[src/rtl/amp_cmp_pkg.sv]
package amp_cmp_pkg;
   typedef enum logic [1:0] {
      ORD_SINC1 = 2'd0,
      ORD_SINC2 = 2'd1,
      ORD_SINC3 = 2'd2,
      ORD_FAST  = 2'd3
   } ord_e;

   localparam int FLG_HI = 0;
   localparam int FLG_LO = 1;
   localparam int FLG_ZC = 2;
   localparam int FLG_MF = 3;
   localparam int FLG_N  = 4;

   // integrator / comb stages needed by the highest order
   localparam int SINC_STAGES = 3;
endpackage

[src/rtl/amp_sinc.sv]
module amp_sinc
   import amp_cmp_pkg::*;
#(
   parameter int AMP_W   = 16,
   parameter int RATIO_W = 5
) (
   input  logic             clk,
   input  logic             rst_n,
   input  logic             en,
   input  logic             bit_vld,
   input  logic             bit_in,
   input  logic [1:0]       order,
   input  logic [RATIO_W-1:0] ratio,
   output logic [AMP_W-1:0] amp_o,
   output logic             amp_vld_o
);
   localparam int ACC_W = AMP_W + 1;
   localparam int CNT_W = RATIO_W + 1;
   localparam int RMAX  = 1 << RATIO_W;
   localparam int NS    = SINC_STAGES;
   localparam int PRD_W = ACC_W + CNT_W;

   if (AMP_W < NS * RATIO_W + 1) begin : g_bad_width
      $error("amp_sinc: AMP_W too narrow for third-order full scale");
   end
   if (RATIO_W < 1) begin : g_bad_ratio
      $error("amp_sinc: RATIO_W must be at least 1");
   end

   logic [CNT_W-1:0] ratio_eff;
   logic [CNT_W-1:0] cnt_q;
   logic             dec;
   logic [ACC_W-1:0] integ_q  [NS];
   logic [ACC_W-1:0] integ_nx [NS];
   logic [ACC_W-1:0] cz_q     [NS];
   logic [ACC_W-1:0] cdiff    [NS];
   logic [ACC_W-1:0] src;
   logic [ACC_W-1:0] res_sel;
   logic [PRD_W-1:0] prod;
   logic [AMP_W-1:0] amp_nx;
   logic [1:0]       stg_idx;

   assign ratio_eff = (ratio == '0) ? CNT_W'(RMAX) : {1'b0, ratio};
   assign dec       = en && bit_vld && (cnt_q == ratio_eff - 1'b1);
   assign stg_idx   = (order == ORD_FAST) ? 2'd1 : order;

   // integrator cascade, each stage fed by the updated value of the previous one
   for (genvar g = 0; g < NS; g++) begin : g_integ
      if (g == 0) begin : g_first
         assign integ_nx[g] = integ_q[g] + ACC_W'(bit_in);
      end else begin : g_next
         assign integ_nx[g] = integ_q[g] + integ_nx[g-1];
      end
   end

   always_comb begin
      src = integ_nx[0];
      res_sel = cdiff[0];
      for (int k = 0; k < NS; k++) begin
         if (stg_idx == 2'(k)) begin
            src = integ_nx[k];
            res_sel = cdiff[k];
         end
      end
   end

   // comb cascade
   for (genvar g = 0; g < NS; g++) begin : g_comb
      if (g == 0) begin : g_first
         assign cdiff[g] = src - cz_q[g];
      end else begin : g_next
         assign cdiff[g] = cdiff[g-1] - cz_q[g];
      end
   end

   assign prod   = PRD_W'(res_sel) * PRD_W'(ratio_eff);
   assign amp_nx = (order == ORD_FAST) ? AMP_W'(prod) : AMP_W'(res_sel);

   always_ff @(posedge clk) begin
      if (!rst_n || !en) begin
         cnt_q     <= '0;
         amp_o     <= '0;
         amp_vld_o <= 1'b0;
         for (int k = 0; k < NS; k++) begin
            integ_q[k] <= '0;
            cz_q[k]    <= '0;
         end
      end else begin
         amp_vld_o <= dec;
         if (bit_vld) begin
            for (int k = 0; k < NS; k++) integ_q[k] <= integ_nx[k];
            cnt_q <= dec ? '0 : cnt_q + 1'b1;
         end
         if (dec) begin
            amp_o <= amp_nx;
            cz_q[0] <= src;
            for (int k = 1; k < NS; k++) cz_q[k] <= cdiff[k-1];
         end
      end
   end

   // a disabled path shows zero amplitude and no strobe
   assert_cleared_when_off_R4: assert property (@(posedge clk) disable iff (!rst_n)
      !en |=> (amp_o == '0) && !amp_vld_o);

   // first-order result never exceeds the window length
   assert_sinc1_range_R1: assert property (@(posedge clk) disable iff (!rst_n)
      (amp_vld_o && order == ORD_SINC1 && $stable(order) && $stable(ratio))
         |-> (AMP_W'(amp_o) <= AMP_W'(ratio_eff)));
endmodule

[src/rtl/amp_cmp.sv]
module amp_cmp
   import amp_cmp_pkg::*;
#(
   parameter int AMP_W = 16,
   parameter int IGN_W = 3
) (
   input  logic             clk,
   input  logic             rst_n,
   input  logic             en,
   input  logic [AMP_W-1:0] amp_i,
   input  logic             amp_vld_i,
   input  logic [IGN_W-1:0] ign_cnt,
   input  logic [AMP_W-1:0] thr_hi,
   input  logic [AMP_W-1:0] thr_lo,
   input  logic [AMP_W-1:0] thr_zc,
   input  logic             zc_en,
   input  logic             clk_missing,
   input  logic [FLG_N-1:0] clr,
   output logic [FLG_N-1:0] flags_o
);
   if (IGN_W < 1) begin : g_bad_ign
      $error("amp_cmp: IGN_W must be at least 1");
   end

   logic [IGN_W-1:0] ign_left_q;
   logic [AMP_W-1:0] prev_q;
   logic             act;
   logic [FLG_N-1:0] set;

   assign act         = en && amp_vld_i && (ign_left_q == '0);
   assign set[FLG_HI] = act && (amp_i > thr_hi);
   assign set[FLG_LO] = act && (amp_i < thr_lo);
   assign set[FLG_ZC] = act && zc_en && (prev_q <= thr_zc) && (amp_i > thr_zc);
   assign set[FLG_MF] = en && clk_missing;

   // one sticky cell per flag; a set in the clearing cycle wins
   for (genvar f = 0; f < FLG_N; f++) begin : g_flag
      always_ff @(posedge clk) begin
         if (!rst_n) flags_o[f] <= 1'b0;
         else        flags_o[f] <= (flags_o[f] && !clr[f]) || set[f];
      end
   end

   always_ff @(posedge clk) begin
      if (!rst_n) begin
         ign_left_q <= '0;
         prev_q     <= '0;
      end else if (!en) begin
         ign_left_q <= ign_cnt;
         prev_q     <= '0;
      end else if (amp_vld_i) begin
         prev_q <= amp_i;
         if (ign_left_q != '0) ign_left_q <= ign_left_q - 1'b1;
      end
   end

   // an uncleared flag never drops
   assert_flag_sticky_R10: assert property (@(posedge clk) disable iff (!rst_n)
      (flags_o & ~clr) != '0 |=> ((flags_o & $past(flags_o & ~clr)) == $past(flags_o & ~clr)));

   // high flag rises only after an amplitude above the threshold
   assert_hi_cause_R6: assert property (@(posedge clk) disable iff (!rst_n)
      $rose(flags_o[FLG_HI]) |-> $past(amp_vld_i && (amp_i > thr_hi)));

   // low flag rises only after an amplitude below the threshold
   assert_lo_cause_R7: assert property (@(posedge clk) disable iff (!rst_n)
      $rose(flags_o[FLG_LO]) |-> $past(amp_vld_i && (amp_i < thr_lo)));

   // zero-crossing flag needs its enable
   assert_zc_gated_R8: assert property (@(posedge clk) disable iff (!rst_n)
      $rose(flags_o[FLG_ZC]) |-> $past(zc_en && amp_vld_i));

   // clock loss while enabled is always recorded
   assert_fail_seen_R9: assert property (@(posedge clk) disable iff (!rst_n)
      (en && clk_missing) |=> flags_o[FLG_MF]);

   // a skipped amplitude cannot raise the high flag
   assert_skip_hi_R5: assert property (@(posedge clk) disable iff (!rst_n)
      (amp_vld_i && ign_left_q != '0 && !flags_o[FLG_HI]) |=> !flags_o[FLG_HI]);
endmodule

[src/rtl/amp_threshold_monitor.sv]
module amp_threshold_monitor
   import amp_cmp_pkg::*;
#(
   parameter int AMP_W   = 16,
   parameter int RATIO_W = 5,
   parameter int IGN_W   = 3
) (
   input  logic               clk,
   input  logic               rst_n,
   input  logic               path_en,
   input  logic               bit_vld,
   input  logic               bit_in,
   input  logic [1:0]         filt_order,
   input  logic [RATIO_W-1:0] dec_ratio,
   input  logic [IGN_W-1:0]   skip_cnt,
   input  logic [AMP_W-1:0]   thr_high,
   input  logic [AMP_W-1:0]   thr_low,
   input  logic [AMP_W-1:0]   thr_zero,
   input  logic               zc_en,
   input  logic               ie_high,
   input  logic               ie_low,
   input  logic               ie_fail,
   input  logic               mclk_lost,
   input  logic [FLG_N-1:0]   flag_clr,
   output logic [AMP_W-1:0]   amp,
   output logic               amp_vld,
   output logic [FLG_N-1:0]   flags,
   output logic               irq
);
   amp_sinc #(.AMP_W(AMP_W), .RATIO_W(RATIO_W)) u_sinc (
      .clk       (clk),
      .rst_n     (rst_n),
      .en        (path_en),
      .bit_vld   (bit_vld),
      .bit_in    (bit_in),
      .order     (filt_order),
      .ratio     (dec_ratio),
      .amp_o     (amp),
      .amp_vld_o (amp_vld)
   );

   amp_cmp #(.AMP_W(AMP_W), .IGN_W(IGN_W)) u_cmp (
      .clk         (clk),
      .rst_n       (rst_n),
      .en          (path_en),
      .amp_i       (amp),
      .amp_vld_i   (amp_vld),
      .ign_cnt     (skip_cnt),
      .thr_hi      (thr_high),
      .thr_lo      (thr_low),
      .thr_zc      (thr_zero),
      .zc_en       (zc_en),
      .clk_missing (mclk_lost),
      .clr         (flag_clr),
      .flags_o     (flags)
   );

   assign irq = (flags[FLG_HI] && ie_high) || (flags[FLG_LO] && ie_low) ||
                (flags[FLG_MF] && ie_fail);

   // a lone zero-crossing flag keeps the interrupt low
   assert_zc_no_irq_R11: assert property (@(posedge clk) disable iff (!rst_n)
      (flags == 4'b0100) |-> !irq);
endmodule

[config.mk]
export PLATFORM = sky130hd
export DESIGN_NAME = amp_threshold_monitor
export DESIGN_NICKNAME = d
export VERILOG_FILES = /design/src/rtl/amp_cmp_pkg.sv /design/src/rtl/amp_sinc.sv /design/src/rtl/amp_cmp.sv /design/src/rtl/amp_threshold_monitor.sv
export SDC_FILE = /design/constraint.sdc
export NUM_CORES = 1
export LEC_CHECK = 0
export CORE_MARGIN = 5
export CORE_UTILIZATION = 61
export DETAILED_ROUTE_END_ITERATION = 8
export GPL_TIMING_DRIVEN = 0
export PLACE_DENSITY_LB_ADDON = 0.1
export SYNTH_ARGS = -nofsm -noshare
export SYNTH_HDL_FRONTEND = slang
export SYNTH_SLANG_ARGS = --single-unit
export TNS_END_PERCENT = 1
[constraint.sdc]
create_clock -name clk -period 16.5 [get_ports clk]
set_input_delay 2.475 -clock clk [delete_from_list [all_inputs] [get_ports clk]]
set_output_delay 2.475 -clock clk [all_outputs]
set_load 0.03 [all_outputs]
Yosys cells after proc, flatten, opt, wreduce, memory -nomap -nowiden
Memory sizes are Yosys's and may differ from the RTL's.
Index checks and enable logic that the tools add are counted.
{"block": "totals", "regBits": 46, "latch_bits": 0, "ram_bits": 102, "mem_bits_ro": 0, "inputBits": 72, "word_cells": 97, "n_memories": 2}
{"block": "op_classes", "n_addsub": 9, "multipliers": 1, "n_div": 0, "order_cmp": 4, "n_eq_ne": 6, "shift": 0, "muxes": 25, "n_bitwise": 6, "reduce_logical": 35}
{"name": "u_sinc.cz_q", "depth": 3, "word_bits": 17, "rd": 3, "rd_clocked_by_memory_dff": 0, "wr": 3, "line": "amp_sinc.sv:35", "rtl": "logic [ACC_W-1:0] cz_q [NS];"}
{"name": "u_sinc.integ_q", "depth": 3, "word_bits": 17, "rd": 3, "rd_clocked_by_memory_dff": 0, "wr": 3, "line": "amp_sinc.sv:33", "rtl": "logic [ACC_W-1:0] integ_q [NS];"}
{"operator": "$mux 17", "count": 10}
{"operator": "$sub 17x17->17", "count": 3}
{"operator": "$add 17x17->17", "count": 2}
{"operator": "$gt 16x16->1", "count": 2}
{"operator": "$add 17x1->17", "count": 1}
{"operator": "$logic_and 1x1->1", "count": 17}
{"operator": "$mul 17x6->16", "count": 1}
{"operator": "$le 16x16->1", "count": 1}
{"operator": "$lt 16x16->1", "count": 1}
{"operator": "$mux 16", "count": 1}
{"operator": "$mux 6", "count": 2}
{"operator": "$mux 3", "count": 3}
{"operator": "$mux 1", "count": 8}
{"operator": "$logic_or 1x1->1", "count": 7}
{"operator": "$add 6x1->6 const B", "count": 1}
{"operator": "$eq 6x6->1", "count": 1}
{"operator": "$logic_not 1->1", "count": 6}
{"operator": "$or 1x1->1", "count": 6}
{"operator": "$sub 6x1->6 const B", "count": 1}
{"operator": "$logic_not 5->1", "count": 1}
{"operator": "$eq 2x2->1 const B", "count": 2}
{"operator": "$ne 2x1->1 const B", "count": 2}
{"operator": "$reduce_and 2->1", "count": 2}
{"operator": "$logic_not 3->1", "count": 1}
{"operator": "other kinds (4)", "count": 4}

Depth between registers and ports, before layout
Gate-level depths: netlist (run 1).
{"block": "depth", "depth_word": 11, "mapped_depth": 57}

Cells and area by module
A second synthesis (run 1) with hierarchy kept.
{"block": "hier_totals", "hier_cells": 1590, "area_unflattened_um2": 13681.9}
{"mod": "amp_sinc", "n_inst": 1, "cells_per_inst": 1291, "area_per_inst_um2": 11249.5, "seq_area_each_um2": 3343.2}
{"mod": "amp_cmp", "n_inst": 1, "cells_per_inst": 297, "area_per_inst_um2": 2418.6, "seq_area_each_um2": 460.4}
{"mod": "amp_threshold_monitor", "n_inst": 1, "cells_per_inst": 2, "area_per_inst_um2": 13.8, "seq_area_each_um2": 0.0}

Worst setup path before layout (run 1)
Ideal clock, no wire load.
{"block": "synth_path", "path_type": "input-to-reg", "startpoint": "input port bit_in", "endpoint": "register u_sinc.amp_o[15]", "arrival_ps": 12710, "slack_ps": 3658, "cell_stages": 54, "path_buffers": 0, "cell_sequence": "ha_1 -> ha_1 -> xnor2_1 -> inv_1 -> ha_1 -> nor2b_1 -> o21ai_0 -> a21boi_0 -> o21ai_0 -> a21boi_0 -> o21ai_0 -> nand2b_1 -> xnor2_1 -> inv_1 -> ha_1 -> a21oi_1 -> xor2_1 -> nor2_1 -> (+18 left out) -> o22ai_1 -> a21oi_1 -> and2_1 -> fa_1 -> fa_1 -> inv_1 -> fa_1 -> inv_1 -> ha_1 -> and3_1 -> a221oi_1 -> o21ai_0 -> xnor2_1 -> xnor2_1 -> xnor3_2 -> mux2i_1 -> o2111ai_1 -> o311ai_1"}
{"element": "from (decl)", "line": "amp_threshold_monitor.sv:12", "rtl": "input logic bit_in,"}
{"element": "to (signal assigned)", "line": "amp_sinc.sv:95", "rtl": "amp_o <= amp_nx;"}
{"element": "to (decl)", "line": "amp_sinc.sv:14", "rtl": "output logic [AMP_W-1:0] amp_o,"}

==> results.json, run 1 <==
{
  "crit_required_ns": 16.80,
  "setup_viol": 0,
  "swShare_pct": 47.50,
  "nNetsFinal": 1994,
  "drtIter0Drc": 842,
  "place_congestion": 0.9408,
  "ios": 94,
  "worstHoldPathType": "flop to flop",
  "grt_pass1_wl_mm": 58.76,
  "antennaDiodeCount": 0,
  "maxCapViolations": 0,
  "wl_met1_mm": 16.55,
  "final_hold_viol_count": 0,
  "synth_cell_types": 78,
  "synth_area_um2": 13810,
  "p_int_mw": 1.450,
  "post-place-ws_ns": 1.474,
  "cp.arrival_ns": 15.16,
  "dp_hpwl_mm": 28.07,
  "clock-sinks": 142,
  "worst_slew_pin_slew_ns": 1.041,
  "die_h_um": 160.5,
  "cp-end-kind": "flop",
  "cts-root-buf": "clkbuf_16",
  "cts_tree": "yes",
  "synth_top_area_share_pct": 20.87,
  "drc_errors": 0,
  "synth_top_family_by_area": "adder cells",
  "wl_met2_mm": 16.14,
  "min_period_over_period_pct": 90.07,
  "crit_path_start_kind": "input port",
  "hold_ws_ns": 0.4889,
  "vdd_drop_max_v": 0.0002986,
  "p_leak_nw": 7.238,
  "utilization_pct": 69.72,
  "ys_ff_latch": 142,
  "first_global_vias": 11690,
  "syn_avg_cell_area_um2": 8.649,
  "antenna_found_initial": 0,
  "design_area_um2": 15690,
  "total_power_mw": 2.763,
  "cp_common_cell": "ha_1",
  "seqPwrFrac_pct": 14.5,
  "whs_path_depth": 2,
  "place_area_um2": 15120,
  "cts_buffer_depth": 2,
  "synthArstFlopShare_pct": 0,
  "finClkSkew_ns": 0.01271,
  "coreArea_um2": 22500,
  "yosys_warnings": 0,
  "post-cts-setup-buffers": 0,
  "syn_to_final_growth_pct": 13.59,
  "die-area_um2": 25750,
  "slowest_stage": "fa_1",
  "wirelength_mm": 35.76,
  "port-buffer-count": 90,
  "die_w_um": 160.5,
  "clock_power_share_pct": 13.7,
  "viasPerCell": 5.917,
  "status": "finished, final reports clean",
  "start_util_pct": 61.38,
  "syn_nets": 1883,
  "maxSlewHeadroom_pct": 29.84,
  "ctsHtreeMaxLevel": 4,
  "synth_area_leaders": "edfxtp_1, ha_1, fa_1, dfxtp_1, inv_1",
  "yosys.area_share.adder_pct": 22.10,
  "fmax_mhz": 67.29,
  "grt.total_usage_pct": 27.96,
  "holdBufCountCts": 0,
  "power.switching_mw": 1.312,
  "synthesis.instances": 1597,
  "synth-edff-count": 96,
  "clk_pin_slew_worst_paths_ns": 0.06,
  "highest_layer": "met4",
  "power_frac_comb_pct": 71.9,
  "synth_mux_area_share_pct": 2.192,
  "drive_above_1_share_pct": 3.719,
  "synth-compound-area-share_pct": 17.06,
  "critPathMaxStageDelay_ns": 0.56,
  "power.density_nw_per_um2": 176.1,
  "worst_slack_ns": 1.638,
  "slew_violations": 0,
  "drtAntennaViolNets": 0,
  "dr.pass1.iters": 5,
  "setup_tns_ns": 0,
  "insertion_delay_ns": 0.43,
  "worstPathMaxFanout": 8,
  "cts_made_buffers": 17,
  "yosysSeqAreaShare_pct": 27.54,
  "synthSimpleGateAreaFrac_pct": 18.04,
  "wl_per_cell_um": 17.83,
  "fin_cells": 2006,
  "reg2reg_depth": 55,
  "vias": 11870,
  "fp-row-count": 55,
  "synth_xor_area_share_pct": 6.060,
  "period_needed_ns": 14.86,
  "grt_setup_unrepaired": "no",
  "crit_type": "input port to flop",
  "cts_resized": 0,
  "yosys_most_used_dff": "edfxtp_1",
  "yosys.area.top_type": "edfxtp_1",
  "grt_start_max_net_pins": 36,
  "overflow": 0,
  "wl_met3_mm": 2.208,
  "placed_cells": 1974
}
[routing by layer]
| layer | global-route usage, % | vias to the layer above |
|---|---|---|
| met5 | 0 | - |
| met4 | 7.704 | 0 |
| met3 | 4.439 | 53 |
| met2 | 45.40 | 385 |
| met1 | 39.03 | 5640 |
| li1 | - | 5792 |
[final timing paths]
kind | startpoint | to | slack, ns
hold / removal | u_cmp.flags_o[2] | u_cmp.flags_o[2] | 0.49
setup / recovery | bit_in | u_sinc.amp_o[15] | 1.64
setup reg to reg | u_sinc.integ_q[0][0] | u_sinc.amp_o[15] | 3.80
hold reg to reg | u_cmp.flags_o[2] | u_cmp.flags_o[2] | 0.49
[power groups by stage]
stage / clock network [mW] / registers, mW / logic [mW]
3_5_place_dp: 0 / 0.407 / 1.95
5_1_grt: 0.399 / 0.401 / 2.24
2_1_floorplan: 0 / 0.407 / 1.54
3_3_place_gp: 0 / 0.407 / 1.91
6_report: 0.378 / 0.400 / 1.99
4_1_cts: 0.380 / 0.400 / 1.97
[final cells by class]
cell class,count,area [um2]
Tap cell,285,356.6
Buffer,45,168.9
Fill cell,1825,6813
Timing Repair Buffer,92,940.9
Multi-Input combinational cell,1197,9046
Sequential cell,142,3804
Inverter,213,799.5
Clock buffer,20,479.2
Clock inverter,12,95.09
[cells in the final DEF, fill, tap and decap left out, types with 7 or more instances in the layout]
cell type,instances
a31oi_1,8
inv_1,210
xnor2_1,50
mux2i_1,28
nor2b_1,27
o21a_1,25
o21bai_1,10
a211o_1,8
edfxtp_1,96
a211oi_1,31
a21o_1,37
dfxtp_1,46
nor2_1,157
nand4_1,22
nand2b_1,25
clkbuf_16,19
and3_1,35
o2111ai_1,10
fa_1,50
nand2_1,125
clkdlybuf4s50_1,90
o21ai_0,60
and2_1,36
ha_1,164
o21ai_1,7
or3_1,7
clkbuf_1,40
a21oi_1,90
xor2_1,41
o211ai_1,7
a311oi_1,7
nor3_1,19
nand3_1,23
[state kept, by name (all words and copies together), names as in the netlist]
register          cells
u_sinc.cz_q          48
u_sinc.integ_q       48
u_cmp.prev_q         16
u_sinc.amp_o         16
u_sinc.cnt_q          6
u_cmp.flags_o         4
u_cmp.ign_left_q      3
u_sinc.amp_vld_o      1
[worst max-delay path, delay by kind of cell]
kind / cells / cell delay, ns
buf+inv: 7 / 1.08
compound gates: 19 / 3.50
xor+xnor: 6 / 1.61
fa+ha+maj: 11 / 3.91
simple gates: 11 / 2.19
mux: 2 / 0.38
[synthesized netlist by cell type, types with 5 or more instances]
cell type  instances
a211o_1            8
a211oi_1          31
a21o_1            37
a21oi_1           90
a311oi_1           7
a31oi_1            8
and2_1            36
and3_1            35
and4_1             6
buf_1              6
clkbuf_1          39
dfxtp_1           46
edfxtp_1          96
fa_1              50
ha_1             164
inv_1            210
mux2i_1           28
nand2_1          126
nand2b_1          26
nand3_1           23
nand4_1           22
nor2_1           157
nor2b_1           27
nor3_1            19
o2111ai_1         10
o211a_1            5
o211ai_1           7
o21a_1            25
o21ai_0           60
o21ai_1            7
o21bai_1          10
o22ai_1            5
or2_2              5
or3_1              7
xnor2_1           50
xor2_1            41
[logic make-up (layout without fill, tap and decap cells)]
group | Yosys count | in the layout
mux | 30 | 30
compound gates | 350 | 350
fa+ha+maj | 214 | 214
buf+inv | 258 | 382
simple gates | 510 | 510
flops | 142 | 142
xor+xnor | 93 | 93
No activity file was read; power rests on OpenSTA's default activity.
==> inputs of run 2 (changes only) <==
--- a/config.mk
+++ b/config.mk
@@ -10,6 +10,7 @@
 export DETAILED_ROUTE_END_ITERATION = 8
 export GPL_TIMING_DRIVEN = 0
 export PLACE_DENSITY_LB_ADDON = 0.1
+export SLEW_MARGIN = 20
 export SYNTH_ARGS = -nofsm -noshare
 export SYNTH_HDL_FRONTEND = slang
 export SYNTH_SLANG_ARGS = --single-unit
==> results.json, run 2 (same netlist as run 1, synthesis figures left out) <==
{
  "use_met3_pct": 4.850,
  "cts_tree": "yes",
  "final_hold_viol_count": 0,
  "post-cts-setup-buffers": 0,
  "cp_top_family": "compound AO/OA/AOI/OAI gates",
  "p_leak_nw": 7.194,
  "overflow": 0,
  "worstHoldPathType": "flop to flop",
  "grt_pass1_wl_mm": 57.86,
  "vias": 11805,
  "fmax_mhz": 67.50,
  "regArea_um2": 3804,
  "die_w_um": 160.5,
  "period_needed_ns": 14.82,
  "hold_ws_ns": 0.4953,
  "slew_violations": 0,
  "slowest_stage": "fa_1",
  "antenna_found_initial": 0,
  "worstPathMaxFanout": 6,
  "cts-root-buf": "clkbuf_16",
  "drtAntennaViolNets": 0,
  "cts_resized": 0,
  "nNetsFinal": 1992,
  "clock_power_share_pct": 13.3,
  "vdd_drop_max_v": 0.0002978,
  "dr.pass1.iters": 5,
  "port-buffer-count": 90,
  "p_int_mw": 1.432,
  "cp_common_cell": "ha_1",
  "drc_errors": 0,
  "first_global_vias": 11595,
  "power.switching_mw": 1.316,
  "post-place-ws_ns": 1.499,
  "cp_num_buf_inv": 7,
  "top_usage_layer": "met2",
  "layout_commonest_cell": "inv_1",
  "min_period_over_period_pct": 89.79,
  "place_congestion": 0.9408,
  "power.density_nw_per_um2": 175.7,
  "grt_start_max_net_pins": 54,
  "design_area_um2": 15640,
  "maxCapViolations": 0,
  "critPathMaxStageDelay_ns": 0.53,
  "swShare_pct": 47.88,
  "grt.total_usage_pct": 27.67,
  "wirelength_mm": 35.72,
  "fp-row-count": 55,
  "crit_type": "input port to flop",
  "grt_setup_unrepaired": "no",
  "reg_top3": "u_sinc.cz_q (48), u_sinc.integ_q (48)",
  "antennaDiodeCount": 0,
  "final_cell_mix": "inv_1, ha_1, nor2_1",
  "setup_viol": 0,
  "dp_hpwl_mm": 27.86,
  "finClkSkew_ns": 0.01284,
  "drtIter0Drc": 784,
  "cts_made_buffers": 17,
  "clk_pin_slew_worst_paths_ns": 0.06,
  "wl_per_cell_um": 17.83,
  "setup_tns_ns": 0,
  "worst_slack_ns": 1.684,
  "coreArea_um2": 22500,
  "start_util_pct": 61.38,
  "cts_buffer_depth": 2,
  "seqPwrFrac_pct": 14.5,
  "drive_above_1_share_pct": 3.607,
  "crit_required_ns": 16.82,
  "use_met2_pct": 45.24,
  "maxSlewHeadroom_pct": 25.34,
  "insertion_delay_ns": 0.45,
  "power_frac_comb_pct": 72.1,
  "cp.arrival_ns": 15.13,
  "ios": 94,
  "ctsHtreeMaxLevel": 4,
  "clock-sinks": 142,
  "die_h_um": 160.5,
  "syn_to_final_growth_pct": 13.22,
  "crit_path_start_kind": "input port",
  "fillers": 1802,
  "status": "finished, final reports clean",
  "worst_slew_pin_slew_ns": 1.108,
  "cp-end-kind": "flop",
  "viasPerCell": 5.891,
  "holdBufCountCts": 0,
  "place_area_um2": 15090,
  "die-area_um2": 25750,
  "use_met1_pct": 38.03,
  "multi_input_area_um2": 9056
}
run 2: path summary, 6_finish.rpt:
kind | slack, ns | startpoint | cells past startpoint | endpoint
setup / recovery | 1.68 | bit_in | 55 | u_sinc.amp_o[15]
hold / removal | 0.50 | u_cmp.flags_o[2] | 2 | u_cmp.flags_o[2]
setup reg to reg | 3.83 | u_sinc.integ_q[0][0] | 54 | u_sinc.amp_o[15]
hold reg to reg | 0.50 | u_cmp.flags_o[2] | 2 | u_cmp.flags_o[2]
run 2: final cells by class:
| class | instances | area share (%) |
|---|---|---|
| inverter | 213 | 5.112 |
| sequential | 142 | 24.32 |
| clock inverter | 15 | 0.8161 |
| tap | 285 | 2.280 |
| multi-input combinational | 1197 | 57.91 |
| buffer | 45 | 1.080 |
| clock buffer | 17 | 2.720 |
| timing repair buffer | 90 | 5.760 |
run 2: worst min-delay path: stages (launching register included):
cell and delay [ns]:
dfxtp_1 0.31, nand2_1 0.06, o32ai_1 0.08
run 2: power groups by stage:
stage	clock network [mW]	registers (mW)	logic, mW
after floorplan	0	0.407	1.54
after global placement	0	0.407	1.91
after detailed placement	0	0.407	1.95
after CTS	0.368	0.400	1.97
after global routing	0.385	0.401	2.24
final	0.367	0.400	1.98
run 2: layer usage:
metal | routed length (um) | up-vias
li1 | - | 5770
met1 | 16430 | 5632
met2 | 16340 | 353
met3 | 2263 | 50
met4 | 690 | 0
met5 | 0 | -
run 2: per-stage QoR:
step,utilization [%],power (mW),instances
after floorplan,-,1.948,1597
after global placement,66.97,2.313,1972
after detailed placement,67.04,2.356,1972
after CTS,69.50,2.734,2004
after global routing,69.50,3.022,2004
final,69.50,2.748,2004
==> inputs of run 3 (changes only) <==
--- a/config.mk
+++ b/config.mk
@@ -5,12 +5,11 @@
 export SDC_FILE = /design/constraint.sdc
 export NUM_CORES = 1
 export LEC_CHECK = 0
-export CORE_MARGIN = 5
+export CORE_MARGIN = 2
 export CORE_UTILIZATION = 61
 export DETAILED_ROUTE_END_ITERATION = 8
 export GPL_TIMING_DRIVEN = 0
 export PLACE_DENSITY_LB_ADDON = 0.1
-export SLEW_MARGIN = 20
 export SYNTH_ARGS = -nofsm -noshare
 export SYNTH_HDL_FRONTEND = slang
 export SYNTH_SLANG_ARGS = --single-unit
==> results.json, run 3 (same netlist as run 1, synthesis figures left out) <==
{
  "maxSlewHeadroom_pct": 20.42,
  "die_w_um": 154.5,
  "setup_tns_ns": 0,
  "cts_resized": 0,
  "die_h_um": 154.5,
  "dp_hpwl_mm": 27.42,
  "port-buffer-count": 90,
  "maxCapViolations": 0,
  "slowest_stage": "fa_1",
  "drive_above_1_share_pct": 3.719,
  "syn_to_final_growth_pct": 13.71,
  "antenna_found_initial": 0,
  "vdd_drop_max_v": 0.0002085,
  "drc_errors": 0,
  "wirelength_mm": 35.15,
  "grt_setup_unrepaired": "no",
  "worstPathMaxFanout": 8,
  "die-area_um2": 23860,
  "cp.arrival_ns": 15.04,
  "cts_made_buffers": 17,
  "regArea_um2": 3804,
  "grt.total_usage_pct": 29.67,
  "nNetsFinal": 1994,
  "fmax_mhz": 67.81,
  "cts-root-buf": "clkbuf_16",
  "multi_input_area_um2": 9046,
  "period_needed_ns": 14.75,
  "wl_per_cell_um": 17.52,
  "drtIter0Drc": 795,
  "holdBufCountCts": 0,
  "fp-row-count": 55,
  "power.density_nw_per_um2": 174.6,
  "min_period_over_period_pct": 89.38,
  "slew_violations": 0,
  "viasPerCell": 5.943,
  "setup_viol": 0,
  "place_congestion": 0.9300,
  "insertion_delay_ns": 0.43,
  "overflow": 0,
  "status": "finished, final reports clean",
  "coreArea_um2": 22430,
  "ios": 94,
  "critPathMaxStageDelay_ns": 0.54,
  "final_hold_viol_count": 0,
  "layout_commonest_cell": "inv_1",
  "cp_common_cell": "ha_1",
  "first_global_vias": 11662,
  "drtAntennaViolNets": 0,
  "post-cts-setup-buffers": 0,
  "final_cell_mix": "inv_1, ha_1, nor2_1",
  "total_power_mw": 2.742,
  "vias": 11921,
  "utilization_pct": 70.02,
  "grt_start_max_net_pins": 38,
  "crit_required_ns": 16.80,
  "worstHoldPathType": "flop to flop",
  "crit_type": "input port to flop",
  "fillers": 1854,
  "placed_cells": 1974,
  "worst_slew_pin_slew_ns": 1.181,
  "antennaDiodeCount": 0,
  "ctsHtreeMaxLevel": 4,
  "cts_buffer_depth": 2,
  "finClkSkew_ns": 0.01461,
  "design_area_um2": 15710,
  "clock-sinks": 142,
  "p_leak_nw": 7.249,
  "cp-end-kind": "flop",
  "crit_path_start_kind": "input port",
  "grt_pass1_wl_mm": 56.70,
  "cts_tree": "yes",
  "fin_cells": 2006,
  "clk_pin_slew_worst_paths_ns": 0.06,
  "start_util_pct": 61.57,
  "place_area_um2": 15120,
  "dr.pass1.iters": 5,
  "reg_top3": "u_sinc.cz_q (48), u_sinc.integ_q (48)"
}
[run 3: cell type report]
type	count	share of cell area, %
inverters	213	5.090
well taps	285	2.270
plain buffers	45	1.075
flip-flops and latches	142	24.22
clock inverters	9	0.4381
clock buffers	23	3.330
repair buffers	92	5.990
multi-input cells	1197	57.59
[run 3: worst paths after layout]
kind	endpoint	cells past startpoint	from	slack, ns
worst max-delay path	u_sinc.amp_o[15]	57	bit_in	1.75
worst min-delay path	u_cmp.prev_q[0]	2	u_cmp.prev_q[0]	0.50
worst max register to register	u_sinc.amp_o[15]	56	u_sinc.integ_q[0][0]	3.84
worst min register to register	u_cmp.prev_q[0]	2	u_cmp.prev_q[0]	0.50
[run 3: report_power, final]
part / leakage [nW] / switching, mW / internal, mW
registers: 1.46 / 0.00672 / 0.393
logic: 5.49 / 1.11 / 0.844
clock network: 0.297 / 0.161 / 0.226
total: 7.25 / 1.28 / 1.46
[run 3: critical path, delay by kind of cell]
| family | cells | cell delay (ns) |
|---|---|---|
| buf+inv | 9 | 1.20 |
| mux | 1 | 0.14 |
| fa+ha+maj | 11 | 3.87 |
| simple gates | 10 | 1.69 |
| xor+xnor | 8 | 2.12 |
| compound gates | 18 | 3.57 |
[run 3: stage by stage]
| step | hold WS [ns] | setup slack, ns |
|---|---|---|
| detailed placement | 0.4881 | 1.535 |
| global route | 0.5341 | 0.7238 |
| floorplan | 0.4604 | 3.658 |
| finish | 0.5000 | 1.752 |
| global placement | 0.4790 | 1.663 |
| CTS | 0.5043 | 1.880 |
[run 3: layer usage]
| metal | wire length, um | vias to the layer above | global-route usage (%) |
|---|---|---|---|
| met3 | 2092 | 57 | 4.315 |
| li1 | - | 5794 | - |
| met5 | 0 | - | 0 |
| met1 | 15420 | 5710 | 38.88 |
| met4 | 743 | 0 | 9.392 |
| met2 | 16890 | 360 | 50.91 |
